[config.mk]
export PLATFORM = sky130hd
export DESIGN_NAME = dstore_port
export DESIGN_NICKNAME = d
export VERILOG_FILES = /design/src/rtl/dsp_pkg.sv /design/src/rtl/dsp_sbuf_store.sv /design/src/rtl/dsp_fwd_lookup.sv /design/src/rtl/dstore_port.sv
export SDC_FILE = /design/constraint.sdc
export NUM_CORES = 1
export LEC_CHECK = 0
export CAP_MARGIN = 10
export CORE_ASPECT_RATIO = 0.6
export CORE_MARGIN = 4
export CORE_UTILIZATION = 60
export CTS_BUF_LIST = sky130_fd_sc_hd__clkbuf_8
export DETAILED_ROUTE_END_ITERATION = 10
export DONT_BUFFER_PORTS = 1
export GPL_ROUTABILITY_DRIVEN = 0
export PLACE_DENSITY = 0.79
export SLEW_MARGIN = 20
export SYNTH_ARGS = -nofsm -noshare
export SYNTH_HDL_FRONTEND = slang
export SYNTH_SLANG_ARGS = --single-unit
[constraint.sdc]
create_clock -name clk -period 3.8 [get_ports clk]
set_input_delay 0.57 -clock clk [delete_from_list [all_inputs] [get_ports clk]]
set_output_delay 0.57 -clock clk [all_outputs]
set_load 0.05 [all_outputs]
[src/rtl/dsp_pkg.sv]
// Shared types for the store-coalescing data port.
// Assumes one core request per cycle, with its fields described by three flags.
package dsp_pkg;

    typedef enum logic [1:0] {
        KIND_NONE   = 2'd0,
        KIND_LOAD   = 2'd1,
        KIND_STORE  = 2'd2,
        KIND_LOCKED = 2'd3
    } req_kind_e;

    // Classify the core request into one of the four handling paths.
    function automatic req_kind_e classify(input logic valid, input logic lock);
        if (!valid)
            return KIND_NONE;
        else if (lock)
            return KIND_LOCKED;
        else
            return KIND_LOAD;
    endfunction

endpackage

[src/rtl/dsp_sbuf_store.sv]
// Store buffer storage: a ring of DEPTH word entries, each with address, data
// and byte-lane mask. New entries enter at the tail and retire at the head.
// A merge updates one selected entry in place.
// Assumes: alloc only when not full, pop only when not empty, merge never
// aimed at the entry being popped in the same cycle.
module dsp_sbuf_store #(
    parameter int DEPTH = 4,
    parameter int AW    = 16,
    parameter int DW    = 32,
    localparam int BW   = DW / 8,
    localparam int IW   = (DEPTH > 1) ? $clog2(DEPTH) : 1,
    localparam int CW   = $clog2(DEPTH + 1)
) (
    input  logic                         clk,
    input  logic                         rst_n,
    input  logic                         alloc,
    input  logic                         merge,
    input  logic [IW-1:0]                merge_idx,
    input  logic [AW-1:0]                in_addr,
    input  logic [DW-1:0]                in_data,
    input  logic [BW-1:0]                in_be,
    input  logic                         pop,
    output logic [DEPTH-1:0]             slot_vld,
    output logic [DEPTH-1:0][AW-1:0]     slot_addr,
    output logic [DEPTH-1:0][DW-1:0]     slot_data,
    output logic [DEPTH-1:0][BW-1:0]     slot_be,
    output logic [IW-1:0]                head_idx,
    output logic                         full,
    output logic                         empty
);

    localparam logic [IW-1:0] LAST = IW'(DEPTH - 1);
    localparam logic [CW-1:0] CAP  = CW'(DEPTH);

    logic [IW-1:0] head_q, tail_q;
    logic [CW-1:0] count_q;

    assign head_idx = head_q;
    assign full     = (count_q == CAP);
    assign empty    = (count_q == '0);

    // Advance the ring pointers on allocation and retirement.
    always_ff @(posedge clk) begin
        if (!rst_n) begin
            head_q <= '0;
            tail_q <= '0;
        end else begin
            if (alloc) tail_q <= (tail_q == LAST) ? '0 : tail_q + 1'b1;
            if (pop)   head_q <= (head_q == LAST) ? '0 : head_q + 1'b1;
        end
    end

    // Track occupancy from simultaneous allocate and retire.
    always_ff @(posedge clk) begin
        if (!rst_n)
            count_q <= '0;
        else if (alloc && !pop)
            count_q <= count_q + 1'b1;
        else if (pop && !alloc)
            count_q <= count_q - 1'b1;
    end

    for (genvar s = 0; s < DEPTH; s++) begin : g_slot
        logic          vld_q;
        logic [AW-1:0] addr_q;
        logic [DW-1:0] data_q;
        logic [BW-1:0] be_q;
        logic [DW-1:0] merged;
        logic          take_new, take_mrg, retire;

        assign take_new = alloc && (tail_q == IW'(s));
        assign take_mrg = merge && (merge_idx == IW'(s));
        assign retire   = pop && (head_q == IW'(s));

        // Overlay the incoming lanes onto the held word.
        always_comb begin
            merged = data_q;
            for (int b = 0; b < BW; b++)
                if (in_be[b]) merged[8*b +: 8] = in_data[8*b +: 8];
        end

        // Load, merge or free this entry.
        always_ff @(posedge clk) begin
            if (!rst_n) begin
                vld_q  <= 1'b0;
                addr_q <= '0;
                data_q <= '0;
                be_q   <= '0;
            end else if (take_new) begin
                vld_q  <= 1'b1;
                addr_q <= in_addr;
                data_q <= in_data;
                be_q   <= in_be;
            end else if (take_mrg) begin
                data_q <= merged;
                be_q   <= be_q | in_be;
            end else if (retire) begin
                vld_q  <= 1'b0;
            end
        end

        assign slot_vld[s]  = vld_q;
        assign slot_addr[s] = addr_q;
        assign slot_data[s] = data_q;
        assign slot_be[s]   = be_q;
    end

    AST_NO_OVERFLOW: assert property (@(posedge clk) disable iff (!rst_n)
        alloc |-> !full);
    AST_ALLOC_FREE_SLOT: assert property (@(posedge clk) disable iff (!rst_n)
        alloc |-> !slot_vld[tail_q]);
    AST_POP_NONEMPTY: assert property (@(posedge clk) disable iff (!rst_n)
        pop |-> slot_vld[head_q]);

endmodule

[src/rtl/dsp_fwd_lookup.sv]
// Address match across all buffered entries. Reports whether the queried word
// is held, which entry holds it, whether the queried lanes are all covered,
// and the covered bytes with the unrequested lanes zeroed.
// Assumes at most one valid entry per word; the store path keeps that true.
module dsp_fwd_lookup #(
    parameter int DEPTH = 4,
    parameter int AW    = 16,
    parameter int DW    = 32,
    localparam int BW   = DW / 8,
    localparam int IW   = (DEPTH > 1) ? $clog2(DEPTH) : 1
) (
    input  logic                     clk,
    input  logic                     rst_n,
    input  logic [DEPTH-1:0]         slot_vld,
    input  logic [DEPTH-1:0][AW-1:0] slot_addr,
    input  logic [DEPTH-1:0][DW-1:0] slot_data,
    input  logic [DEPTH-1:0][BW-1:0] slot_be,
    input  logic [AW-1:0]            q_addr,
    input  logic [BW-1:0]            q_be,
    output logic                     hit,
    output logic [IW-1:0]            hit_idx,
    output logic                     covered,
    output logic [DW-1:0]            fwd_data
);

    logic [DEPTH-1:0] match;
    logic [BW-1:0]    sel_be;
    logic [DW-1:0]    sel_data;

    for (genvar s = 0; s < DEPTH; s++) begin : g_cmp
        assign match[s] = slot_vld[s] && (slot_addr[s] == q_addr);
    end

    // Encode the matching entry position.
    always_comb begin
        hit_idx = '0;
        for (int s = 0; s < DEPTH; s++)
            if (match[s]) hit_idx = IW'(s);
    end

    assign hit      = |match;
    assign sel_be   = slot_be[hit_idx];
    assign sel_data = slot_data[hit_idx];
    assign covered  = hit && ((sel_be & q_be) == q_be);

    // Keep only the requested lanes of the selected entry.
    always_comb begin
        fwd_data = '0;
        for (int b = 0; b < BW; b++)
            if (q_be[b]) fwd_data[8*b +: 8] = sel_data[8*b +: 8];
    end

    AST_UNIQUE_WORD: assert property (@(posedge clk) disable iff (!rst_n)
        $onehot0(match));

endmodule

[src/rtl/dstore_port.sv]
// Per-core data access port. Unlocked stores are buffered and coalesced per
// word; loads are served from the buffer when fully covered, held when only
// partly covered, and otherwise read from the cache. Locked accesses wait for
// an empty buffer and then go straight to the cache with a lock flag.
// Assumes one request per cycle on the core side; both cache grants may arrive
// in any cycle and are honoured only while the matching request is raised.
module dstore_port #(
    parameter int DEPTH = 4,
    parameter int AW    = 16,
    parameter int DW    = 32,
    localparam int BW   = DW / 8,
    localparam int IW   = (DEPTH > 1) ? $clog2(DEPTH) : 1
) (
    input  logic          clk,
    input  logic          rst_n,
    input  logic          req_valid,
    input  logic          req_write,
    input  logic          req_lock,
    input  logic [AW-1:0] req_addr,
    input  logic [DW-1:0] req_wdata,
    input  logic [BW-1:0] req_be,
    output logic          req_ready,
    output logic          rsp_valid,
    output logic [DW-1:0] rsp_rdata,
    output logic          rd_req,
    output logic          rd_lock,
    output logic [AW-1:0] rd_addr,
    input  logic          rd_ack,
    input  logic [DW-1:0] rd_data,
    output logic          wr_req,
    output logic          wr_lock,
    output logic [AW-1:0] wr_addr,
    output logic [DW-1:0] wr_data,
    output logic [BW-1:0] wr_be,
    input  logic          wr_ack
);
    import dsp_pkg::*;

    logic [DEPTH-1:0]         slot_vld;
    logic [DEPTH-1:0][AW-1:0] slot_addr;
    logic [DEPTH-1:0][DW-1:0] slot_data;
    logic [DEPTH-1:0][BW-1:0] slot_be;
    logic [IW-1:0]            head_idx, hit_idx;
    logic                     full, empty, hit, covered;
    logic [DW-1:0]            fwd_data, lane_mask;

    req_kind_e kind;
    logic is_load, is_store, is_lk;
    logic pop, head_pop_hit, st_merge, st_alloc;
    logic ld_fwd, ld_cache, lk_go, ld_acc;

    // Decode the request path; a store is a non-locked write.
    always_comb begin
        kind = classify(req_valid, req_lock);
        if (kind == KIND_LOAD && req_write) kind = KIND_STORE;
    end

    assign is_load  = (kind == KIND_LOAD);
    assign is_store = (kind == KIND_STORE);
    assign is_lk    = (kind == KIND_LOCKED);

    dsp_sbuf_store #(.DEPTH(DEPTH), .AW(AW), .DW(DW)) store_i (
        .clk       (clk),
        .rst_n     (rst_n),
        .alloc     (st_alloc),
        .merge     (st_merge),
        .merge_idx (hit_idx),
        .in_addr   (req_addr),
        .in_data   (req_wdata),
        .in_be     (req_be),
        .pop       (pop),
        .slot_vld  (slot_vld),
        .slot_addr (slot_addr),
        .slot_data (slot_data),
        .slot_be   (slot_be),
        .head_idx  (head_idx),
        .full      (full),
        .empty     (empty)
    );

    dsp_fwd_lookup #(.DEPTH(DEPTH), .AW(AW), .DW(DW)) lookup_i (
        .clk       (clk),
        .rst_n     (rst_n),
        .slot_vld  (slot_vld),
        .slot_addr (slot_addr),
        .slot_data (slot_data),
        .slot_be   (slot_be),
        .q_addr    (req_addr),
        .q_be      (req_be),
        .hit       (hit),
        .hit_idx   (hit_idx),
        .covered   (covered),
        .fwd_data  (fwd_data)
    );

    // Drain and store-path decisions.
    assign pop          = !empty && wr_ack;
    assign head_pop_hit = pop && hit && (hit_idx == head_idx);
    assign st_merge     = is_store && hit && !head_pop_hit;
    assign st_alloc     = is_store && !hit && !full;

    // Load and locked-path decisions.
    assign ld_fwd   = is_load && covered;
    assign ld_cache = is_load && !hit;
    assign lk_go    = is_lk && empty;
    assign ld_acc   = ld_fwd || (ld_cache && rd_ack) || (lk_go && !req_write && rd_ack);

    assign req_ready = st_merge || st_alloc || ld_acc || (lk_go && req_write && wr_ack);

    // Cache read port.
    assign rd_req  = ld_cache || (lk_go && !req_write);
    assign rd_lock = is_lk;
    assign rd_addr = req_addr;

    // Cache write port: oldest entry, or a locked store once empty.
    always_comb begin
        if (!empty) begin
            wr_req  = 1'b1;
            wr_lock = 1'b0;
            wr_addr = slot_addr[head_idx];
            wr_data = slot_data[head_idx];
            wr_be   = slot_be[head_idx];
        end else begin
            wr_req  = lk_go && req_write;
            wr_lock = 1'b1;
            wr_addr = req_addr;
            wr_data = req_wdata;
            wr_be   = req_be;
        end
    end

    for (genvar b = 0; b < BW; b++) begin : g_mask
        assign lane_mask[8*b +: 8] = {8{req_be[b]}};
    end

    // Register the load answer from buffer or cache.
    always_ff @(posedge clk) begin
        if (!rst_n) begin
            rsp_valid <= 1'b0;
            rsp_rdata <= '0;
        end else begin
            rsp_valid <= ld_acc;
            if (ld_acc) rsp_rdata <= ld_fwd ? fwd_data : (rd_data & lane_mask);
        end
    end

    AST_DRAIN_WHEN_HELD: assert property (@(posedge clk) disable iff (!rst_n)
        !empty |-> (wr_req && !wr_lock));
    AST_STALL_WHEN_FULL: assert property (@(posedge clk) disable iff (!rst_n)
        (is_store && !hit && full) |-> !req_ready);
    AST_NO_READ_ON_HIT: assert property (@(posedge clk) disable iff (!rst_n)
        (req_valid && !req_write && !req_lock && hit) |-> !rd_req);
    AST_LOCK_NEEDS_EMPTY: assert property (@(posedge clk) disable iff (!rst_n)
        (req_valid && req_lock && req_ready) |-> empty);
    AST_RETIRE_BEATS_MERGE: assert property (@(posedge clk) disable iff (!rst_n)
        (is_store && head_pop_hit) |-> !req_ready);
    AST_RSP_FOLLOWS_LOAD: assert property (@(posedge clk) disable iff (!rst_n)
        (req_valid && !req_write && req_ready) |=> rsp_valid);

endmodule

==> results.md <==
* Worst-path clk slew at 0.07 ns
* Startpoint Class: flop
* Worst Path Class, Setup: flop to output port
* Row cnt at 43
* Yosys warns at 0
* Root buffer cell: clkbuf_8
* Post-synthesis register bit count at 252
* Slew margin rel. at 50.4%
* Combinational share of power at 29.7%
* Cts hold-fix bufs at 0
* FILL cells at 1825
* Final WL at 45500 um
* Internal power at 4440 uW
* DIE HEIGHT at 128 um
* IO Pins at 197
* Worst R2R Setup Slack at 0.08 ns
* Initial DRT Pass Iterations at 6
* Final Util at 67.2%
* Synth Cell Area at 14400 sq um
* Prevailing post-synth register cell: dfxtp_1
* WHS Endpoint: store_i.g_slot[2].data_q[2]$_SDFFE_PN0P_
* Total track usage at 32.9%
* Post-synth EDFFs at 0
* Final min period at 3.82 ns
* Worst Hold Class: input pin to flop
* Via count at 12717
* Fmax at 262 MHz
* Final Slew Violations at 0
* Core region area at 23300 sq um
* Maxcap violations at 0
* Final setup viols at 1
* Largest net degree at the start of global routing at 266
* Min-delay src: req_wdata[2]
* Syn_nets at 1748
* Final Hold Vio Count at 0
* Peak supply drop at 0.293 mV
* RSZ-0062 raised after global routing: true
* Via/cell ratio at 6.51
* Net Sw Frac at 39.2%
* Grt ovf at 0
* R2r startpoint: store_i.g_slot[3].addr_q[0]$_SDFFE_PN0P_
* CP endpoint kind: output port
* WP data required at 3.23 ns
* Worst-path cell chain: xor2_1, or4b_2, or4_4, o22ai_4, nor3_4, a211oi_2, a21oi_4, nand2_2, buf_12
* Hold Slack at 0.146 ns
* Failing checks: setup timing
* Global-route wire length before repair at 70000 um
* CP delay by family, top: simple AND/OR/NAND/NOR gates
* Htree depth at 2
* Worst Slack Setup Final at -0.0199 ns
* WHS Path Cells at 2
* CTS Sinks at 252
* Crit-path max cell delay at 0.71 ns
* Final ANT Viol Nets at 0
* NetSw at 2860 uW
* Status: complete, but fails checks
* CTS tree: built
* DRC Markers at 0
* Post-synthesis cell type count at 59
* Setup_tns at -0.0199 ns
* Clock power frac at 31.0%
* Die W at 208 um
* CTS max path bufs at 3
* Tightest Pin Transition at 0.741 ns
* Leakage at 0.00588 uW
* Initial Util at 61.7%
* Post-Syn Instances at 1647
* Clock buffer count from CTS at 40
* Mean post-synth cell area at 8.72 sq um
* CP bufs+invs at 1
* Slowest stage cell, crit path: or4b_2
* Clock skew at 0.0294 ns
* Area grow syn2layout at 8.92%
* Fin cells at 1953
* Synth async-reset ratio at 0%
* Die Area at 26600 sq um
* DP Cell Count at 1873
* Flop pwr share at 39.3%
* Initial antenna violation count at 3
* Sequential share of the synthesized area at 35.1%
* Pwr dens at 467 nW/um^2
* Largest fanout on the critical path at 9
* Data arrival time of the critical path at 3.25 ns
* R2r worst-path depth at 12
* Vias in the first global route at 12152
* Initial detailed-routing violation count at 1767
* Post-route clock period utilization at 101%
* R2R Path End: rsp_rdata[5]$_SDFFE_PN0P_
* Insertion delay to the later sink of the worst-skew pair at 0.57 ns
* Dpl hpwl at 31300 um
* Placement Setup Slack at -0.0681 ns
* Nets at 1707
* Drt wl/cell at 23.3 um
* Layout cells sized above 1 at 14.0%
* I/O Buffers at 0
==> worst max-delay path by stage <==
stage                                       to  slack (ns)  depth (start not counted)                                startpoint
4_1_cts                              req_ready        0.01                         10  store_i.g_slot[2].addr_q[1]$_SDFFE_PN0P_
6_report                             req_ready       -0.02                          9  store_i.g_slot[0].addr_q[9]$_SDFFE_PN0P_
2_1_floorplan                        req_ready        0.02                         11                              req_addr[15]
3_3_place_gp   store_i.count_q[2]$_SDFFE_PN0P_        0.05                         12                              req_addr[12]
3_5_place_dp   store_i.count_q[2]$_SDFFE_PN0P_       -0.07                         12                               req_addr[1]
5_1_grt                              req_ready       -0.10                         10  store_i.g_slot[2].addr_q[5]$_SDFFE_PN0P_
==> through the flow <==
step | total power [uW] | instance area [sq um]
after floorplan | 4720 | 14400
final | 7310 | 15600
after global routing | 7580 | 15600
after global placement | 5030 | 14700
after detailed placement | 5060 | 14700
after CTS | 7290 | 15600
==> synthesized netlist by cell type (12+ instances only) <==
| master | n | area, sq um |
|---|---|---|
| nand2_1 | 303 | 1140 |
| dfxtp_1 | 252 | 5040 |
| nor2b_1 | 145 | 907 |
| mux2i_1 | 137 | 1370 |
| clkbuf_1 | 101 | 379 |
| o21ai_0 | 82 | 410 |
| nor2_1 | 62 | 233 |
| mux4_2 | 52 | 1170 |
| nand3_1 | 51 | 255 |
| a21boi_0 | 41 | 308 |
| xnor2_1 | 36 | 315 |
| and2_1 | 34 | 213 |
| xor2_1 | 30 | 263 |
| a22oi_1 | 23 | 173 |
| a31oi_1 | 23 | 144 |
| a221oi_1 | 21 | 184 |
| a211oi_1 | 20 | 150 |
| o2bb2ai_1 | 19 | 166 |
| buf_4 | 17 | 128 |
| and3_1 | 15 | 93.8 |
| a21oi_1 | 14 | 70.1 |
| buf_1 | 14 | 52.6 |
| buf_2 | 12 | 60.1 |
| nor3_1 | 12 | 60.1 |
==> logic make-up after synthesis <==
logic type	after synthesis	share of synthesized area [%]
and+or+nand+nor	686	23.6
AOI/OAI and AO/OA	285	13.6
DFF	252	35.1
muxes	192	17.9
buffers and inverters	156	4.83
xor gates and xnor gates	66	4.02
adders and majority gates	10	0.923
==> area by class of cell <==
type | count | area (sq um) | share of cell area, %
multi-input cells | 1239 | 8810 | 56.3
flip-flops and latches | 252 | 5060 | 32.3
clock buffers | 45 | 619 | 3.96
repair buffers | 65 | 576 | 3.68
well taps | 315 | 394 | 2.52
clock inverters | 26 | 144 | 0.920
inverters | 8 | 30.0 | 0.192
diodes | 3 | 7.51 | 0.0480
==> cell usage in the layout (no fill, tap or decap), drive strengths merged, types with 23 or more instances in the layout <==
master,Yosys,final
nand2,303,303
xor2,30,30
nand3,51,51
xnor2,36,36
clkbuf,101,45
mux2i,137,137
dfxtp,252,252
mux4,52,52
a31oi,27,27
nor2b,145,145
nor2,62,62
o21ai,91,91
buf,47,65
and2,34,34
a22oi,23,23
a21boi,41,41
==> metal layers <==
layer	track usage, %	share of wire, %
met3	10.8	14
met5	0	0
met4	10.3	2.7
met2	46.3	41
met1	48.2	42
==> power by group through the flow <==
stage          Sequential [uW]  Combinational [uW]  Clock, uW
5_1_grt                   2880                2280       2410
2_1_floorplan             2850                1880          0
6_report                  2870                2170       2260
3_5_place_dp              2930                2130          0
4_1_cts                   2870                2150       2270
3_3_place_gp              2920                2100          0
==> worst reg2reg max path, cell delays in order (launching register included) <==
cell and delay, ns:
dfxtp_2 0.34, xor2_2 0.22, nor4_4 0.37, nand2_1 0.13
or4_1 0.52, and3_4 0.20, a211o_1 0.34, buf_4 0.15
buf_4 0.13, or4b_1 0.50, buf_4 0.28, a211oi_1 0.32
o2bb2ai_1 0.11
==> flip-flops by register name, indices dropped and copies added (netlist names) <==
register	cells
store_i.tail_q	2
store_i.g_slot.addr_q	64
store_i.g_slot.vld_q	4
store_i.head_idx	2
store_i.g_slot.data_q	128
store_i.count_q	3
rsp_rdata	32
store_i.g_slot.be_q	16
rsp_valid	1
==> repair_timing <==
action	4_1_cts	5_1_grt
pin swaps	15	5
endpoints found under the setup margin	1	4
gates resized for setup	22	13
buffers inserted	5	1
(Power assumes the default switching activity.)
